--- src/rtl/rpu_pkg.sv ---
package rpu_pkg;

    typedef enum logic [1:0] {
        ACC_FETCH = 2'd0,
        ACC_LOAD  = 2'd1,
        ACC_STORE = 2'd2,
        ACC_RSVD  = 2'd3
    } acc_e;

    typedef enum logic [2:0] {
        POL_NONE    = 3'd0,
        POL_WTHRU   = 3'd1,
        POL_WBACK   = 3'd2,
        POL_BYPASS  = 3'd3,
        POL_ISOLATE = 3'd4
    } pol_e;

    typedef struct packed {
        logic x;
        logic w;
        logic r;
    } perm_t;

endpackage

--- src/rtl/rpu_attr_reg.sv ---
module rpu_attr_reg #(
    parameter int               REG_W     = 32,
    parameter logic [REG_W-1:0] RESET_VAL = '0
) (
    input  logic             clk,
    input  logic             rst_n,
    input  logic             wr_en,
    input  logic [REG_W-1:0] wdata,
    output logic [REG_W-1:0] q
);

    always_ff @(posedge clk or negedge rst_n) begin
        if (!rst_n) begin
            q <= RESET_VAL;
        end else if (wr_en) begin
            q <= wdata;
        end
    end


    wr_lands_chk: assert property (@(posedge clk) disable iff (!rst_n)
        $past(wr_en && rst_n) |-> (q == $past(wdata)));


    hold_chk: assert property (@(posedge clk) disable iff (!rst_n)
        $past(!wr_en && rst_n) |-> $stable(q));

endmodule

--- src/rtl/rpu_region_sel.sv ---
module rpu_region_sel #(
    parameter int REGION_BITS = 3,
    parameter int ATTR_W      = 4,
    localparam int N_REGIONS  = 1 << REGION_BITS,
    localparam int REG_W      = N_REGIONS * ATTR_W
) (
    input  logic [REG_W-1:0]       attr_reg,
    input  logic [REGION_BITS-1:0] region,
    output logic [ATTR_W-1:0]      attr
);

    logic [ATTR_W-1:0] field [N_REGIONS];

    for (genvar g = 0; g < N_REGIONS; g++) begin : g_field
        assign field[g] = attr_reg[g*ATTR_W +: ATTR_W];
    end

    assign attr = field[region];

endmodule

--- src/rtl/rpu_attr_decode.sv ---
module rpu_attr_decode
    import rpu_pkg::*;
(
    input  logic [3:0] attr,
    output perm_t      perm,
    output pol_e       pol
);

    always_comb begin
        perm = '0;
        pol  = POL_NONE;
        unique case (attr)
            4'd0: begin
                perm = '{x: 1'b0, w: 1'b1, r: 1'b1};
                pol  = POL_WTHRU;
            end
            4'd1: begin
                perm = '{x: 1'b1, w: 1'b1, r: 1'b1};
                pol  = POL_WTHRU;
            end
            4'd2: begin
                perm = '{x: 1'b1, w: 1'b1, r: 1'b1};
                pol  = POL_BYPASS;
            end
            4'd3: begin
                perm = '{x: 1'b1, w: 1'b0, r: 1'b0};
                pol  = POL_WBACK;
            end
            4'd4: begin
                perm = '{x: 1'b1, w: 1'b1, r: 1'b1};
                pol  = POL_WBACK;
            end
            4'd14: begin
                perm = '{x: 1'b0, w: 1'b1, r: 1'b1};
                pol  = POL_ISOLATE;
            end
            default: begin
                perm = '0;
                pol  = POL_NONE;
            end
        endcase
    end


    always_comb begin
        none_no_perm_chk: assert (pol != POL_NONE || perm == '0);
    end

endmodule

--- src/rtl/region_prot_unit.sv ---
module region_prot_unit
    import rpu_pkg::*;
#(
    parameter int              ADDR_W      = 32,
    parameter int              REGION_BITS = 3,
    parameter int              ATTR_W      = 4,
    parameter int              SR_NUM_W    = 8,
    parameter int              SR_ATTR_NUM = 98,
    parameter logic [31:0]     RESET_VAL   = 32'h2222_2222
) (
    input  logic                clk,
    input  logic                rst_n,
    input  logic [7:0]          sr_num,
    input  logic                sr_wr_en,
    input  logic [31:0]         sr_wdata,
    output logic [31:0]         sr_rdata,
    input  logic                req_valid,
    input  logic [1:0]          req_type,
    input  logic [31:0]         req_addr,
    output logic                req_grant,
    output logic                req_fault,
    output logic [2:0]          req_policy
);

    localparam int N_REGIONS = 1 << REGION_BITS;
    localparam int REG_W     = N_REGIONS * ATTR_W;
    localparam int LOW_W     = ADDR_W - REGION_BITS;

    logic [REG_W-1:0]       attr_q;
    logic                   sel_hit;
    logic [REGION_BITS-1:0] region;
    logic [ATTR_W-1:0]      attr;
    perm_t                  perm;
    pol_e                   pol;
    logic                   allowed;
    logic                   unused_low_addr;

    assign sel_hit = (sr_num == SR_NUM_W'(SR_ATTR_NUM));

    rpu_attr_reg #(
        .REG_W     (REG_W),
        .RESET_VAL (RESET_VAL)
    ) u_reg (
        .clk   (clk),
        .rst_n (rst_n),
        .wr_en (sr_wr_en && sel_hit),
        .wdata (sr_wdata),
        .q     (attr_q)
    );

    assign sr_rdata = sel_hit ? attr_q : '0;

    assign region          = req_addr[ADDR_W-1 -: REGION_BITS];
    assign unused_low_addr = ^req_addr[LOW_W-1:0];

    rpu_region_sel #(
        .REGION_BITS (REGION_BITS),
        .ATTR_W      (ATTR_W)
    ) u_sel (
        .attr_reg (attr_q),
        .region   (region),
        .attr     (attr)
    );

    rpu_attr_decode u_dec (
        .attr (attr),
        .perm (perm),
        .pol  (pol)
    );

    always_comb begin
        unique case (acc_e'(req_type))
            ACC_FETCH: allowed = perm.x;
            ACC_LOAD:  allowed = perm.r;
            ACC_STORE: allowed = perm.w;
            default:   allowed = 1'b0;
        endcase
    end

    assign req_grant  = req_valid &&  allowed;
    assign req_fault  = req_valid && !allowed;
    assign req_policy = pol;


    excl_chk: assert property (@(posedge clk) disable iff (!rst_n)
        !(req_grant && req_fault));


    idle_chk: assert property (@(posedge clk) disable iff (!rst_n)
        !req_valid |-> (!req_grant && !req_fault));


    rsvd_fault_chk: assert property (@(posedge clk) disable iff (!rst_n)
        (req_valid && req_type == 2'd3) |-> req_fault);


    none_faults_chk: assert property (@(posedge clk) disable iff (!rst_n)
        (req_valid && req_policy == 3'd0) |-> req_fault);


    isolate_noexec_chk: assert property (@(posedge clk) disable iff (!rst_n)
        (req_valid && req_type == 2'd0 && req_policy == 3'd4) |-> req_fault);

endmodule

--- config.mk ---
export PLATFORM = sky130hd
export DESIGN_NAME = region_prot_unit
export DESIGN_NICKNAME = d
export VERILOG_FILES = /design/src/rtl/rpu_pkg.sv /design/src/rtl/rpu_attr_reg.sv /design/src/rtl/rpu_region_sel.sv /design/src/rtl/rpu_attr_decode.sv /design/src/rtl/region_prot_unit.sv
export SDC_FILE = /design/constraint.sdc
export NUM_CORES = 1
export LEC_CHECK = 0
export BUFFER_PORTS_ARGS = -buffer_cell sky130_fd_sc_hd__buf_2
export CAP_MARGIN = 20
export CORE_MARGIN = 2
export CORE_UTILIZATION = 46
export DETAILED_ROUTE_END_ITERATION = 7
export GPL_ROUTABILITY_DRIVEN = 0
export HOLD_SLACK_MARGIN = 0.06
export PLACE_DENSITY = 0.86
export REMOVE_ABC_BUFFERS = 1
export SYNTH_ARGS = -nofsm -noshare
export SYNTH_HDL_FRONTEND = slang
export SYNTH_HIERARCHICAL = 1
export SYNTH_SLANG_ARGS = --single-unit
--- constraint.sdc ---
create_clock -name clk -period 3.17 [get_ports clk]
set_input_delay 0.317 -clock clk [delete_from_list [all_inputs] [get_ports clk]]
set_output_delay 0.317 -clock clk [all_outputs]
set_load 0.005 [all_outputs]
==> results by group <==
Routing
  – WL final: 4630 microns
  – Drt wl/cell: 14.3 microns
  – Vias: 1587
  – Initial DRC Count: 17
  – Detail Route Antenna Nets: 0
  – DR pass1 iterations: 4
  – Final routed DRC violation total: 0
  – M1 WL: 2000 microns
  – Top routing layer used: met4
  – Met3 wire len: 223 microns
  – Metal2 WL: 2390 microns
  – Via density: 4.91

Logic synthesis
  – Syn avg cell area: 13.2 sq um
  – Cell variety after synth: 29
  – Post-Synthesis Cell Area: 2300 sq um
  – Share of the synthesized area in the top cell type: 26.1%
  – Yosys top cell by area: dfrtp_1
  – Seq/Total Area, Yosys: 35.2%
  – Synth area leaders: dfrtp_1 (26%), mux2_4 (20%), nor3_2 (12%)
  – Ys Warns: 6
  – Synth Register Bits: 32
  – Syn Inst Count: 174

Timing
  – Worst-Margin Slew: 718 ps
  – Fin crit share: 90.3%
  – Final setup fails: 0
  – Max_slew headroom: 52.1%
  – Hold WS: 96.4 ps
  – Final Max Slew Viols: 0
  – Final hold viol count: 0
  – Clock Skew: 0 ps
  – Peak Freq: 349 MHz
  – Final min period: 2860 ps
  – Unrepaired setup endpoints after global routing: no

Die
  – Die Width: 74.7 microns
  – # IOs: 115
  – Die ar.: 5590 sq um
  – Starting Density: 48.1%
  – FP Rows: 25
  – Die Ht: 74.7 microns
  – Core Region: 4790 sq um

Clock network
  – Post-CTS sizing: 0
  – Post-CTS Hold Fix Bufs: 0
  – CTS buffer count: 5
  – Clock root buffer: clkbuf_8
  – Later-pin clock latency in the skew report: 270 ps
  – Clock Sinks: 32
  – Post-CTS Setup Bufs: 0
  – H-tree level count: 2
  – Bufs on Longest Clock Path: 2
  – Clk slew on worst S/H paths: 60 ps
  – CTS tree: done

Power and ir drop
  – Seq pwr share: 49.7%
  – Power per Cell Area: 324 nW/um^2
  – Leakage: 1.32 nW
  – Clock Power Share: 35.1%
  – Net Sw Frac: 24.0%
  – Switching power: 0.215 mW
  – Total power: 0.899 mW
  – Logic pwr share: 15.2%
  – VDD IR max: 0.221 mV
  – Design internal power: 0.684 mW

Global routing
  – Congestion Overflow GR: 0
  – Total GRT Usage: 17.6%
  – First-pass GRT wire length: 7210 microns
  – Largest net degree at the start of global routing: 33
  – Vias in the first global route: 1473
  – Antenna violations before repair: 0

Cells and area
  – Biggest register: u_reg/q
  – Design area: 2770 sq um
  – Largest regs: u_reg/q x32
  – Post-layout nets: 333
  – Reg area: 811 sq um
  – # diodes: 0
  – Area occupied by multi-input gates: 1210 sq um
  – Filler cells: 412
  – Commonest non-fill, non-tap cells in the layout: buf_2 (85), inv_1 (33), mux2_4 (30)
  – Most common cell after layout, fill and taps aside: buf_2
  – Largest register FFs: 32
  – Area delta synth->final: 20.4%
  – Layout cells sized above 1: 67.2%

Job
  – Max Cap Viol: 0

Worst setup path
  – Crit start category: flip-flop
  – WP data required: 2850 ps
  – CP max stage cell: mux4_1
  – CP endpoint: req_fault
  – Critical path arrival: 2550 ps
  – CP Capture Type: primary output
  – RR Startpoint: u_reg/q[6]
  – Reg2Reg Depth: 1
  – Critical Path Start: u_reg/q[6]
  – CP Cell Sequence: mux4_1 -> mux2_2 -> maj3_1 -> o21bai_1 -> mux2i_1 -> o211a_1 -> buf_2
  – Reg-to-Reg End: u_reg/q[6]
  – CP max FO: 6
  – Crit path kind: flip-flop to primary output
  – Reg-to-reg slack, setup: 2370 ps
  – Slowest stage delay, CP: 520 ps

Placement
  – Placed cell area: 2680 sq um
  – Detail Placement HPWL: 3410 microns
  – Port Buf Inserts: 85

Min path
  – Hold WC Path Type: input pin to asynchronous set/reset pin

Status
  – Status: finished clean
-- worst min path at each step --
stage                   to  depth (start not counted)
2_1_floorplan   u_reg/q[0]                          0
3_3_place_gp   u_reg/q[28]                          1
3_5_place_dp    u_reg/q[4]                          1
4_1_cts         u_reg/q[4]                          1
5_1_grt         u_reg/q[4]                          1
6_report        u_reg/q[8]                          1
-- cell type report --
class,count,area share (%)
Sequential cell,32,29.2
Tap cell,67,3.02
Timing Repair Buffer,89,16.4
Multi-Input combinational cell,94,43.6
Clock buffer,8,3.25
Inverter,33,4.47
-- power groups by stage --
stage / combinational [mW] / clock [mW] / sequential, mW
finish: 0.137 / 0.316 / 0.447
global route: 0.151 / 0.341 / 0.450
CTS: 0.139 / 0.325 / 0.447
detailed placement: 0.138 / 0 / 0.454
global placement: 0.134 / 0 / 0.453
floorplan: 0.0787 / 0 / 0.449
-- cells in the mapped netlist (all sizes together) --
master	n
nand2b	2
mux2	36
o21ai	1
clkbuf	2
inv	33
buf	13
or4b	1
o211a	1
mux4	8
a21oi	2
dfrtp	24
or3b	1
nand4bb	1
and4b	1
nor3	33
dfstp	8
o21bai	2
mux2i	1
nand3b	1
maj3	1
a211oi	1
nand4b	1
-- through the flow --
stage	setup slack [ps]	TNS, ps	cells	utilization, %
finish	307	0	323	57.9
global route	149	0	323	57.9
CTS	290	0	323	57.9
detailed placement	300	0	315	56.1
global placement	328	0	315	56.1
floorplan	-3090	-97320	159	-
-- critical path, delay by kind of cell, from the launching register on --
kind / cells / cell delay, ps
flops: 1 / 410
compound gates: 2 / 430
buf+inv: 1 / 120
mux: 3 / 970
fa+ha+maj: 1 / 350
-- routing by layer --
layer	vias up	GRT usage (%)
li1	765	-
met1	767	22.4
met2	51	30.9
met3	4	3.21
met4	0	4.76
met5	-	0
-- cell families after synthesis --
family                   synth area share [%]
flip-flops                               35.2
buffers and inverters                    12.7
AO/OA/AOI/OAI                            2.06
AND/OR/NAND/NOR                          17.5
adder cells (fa/ha/maj)                 0.435
multiplexers                             32.1
Power figures use the tool's default switching activity.
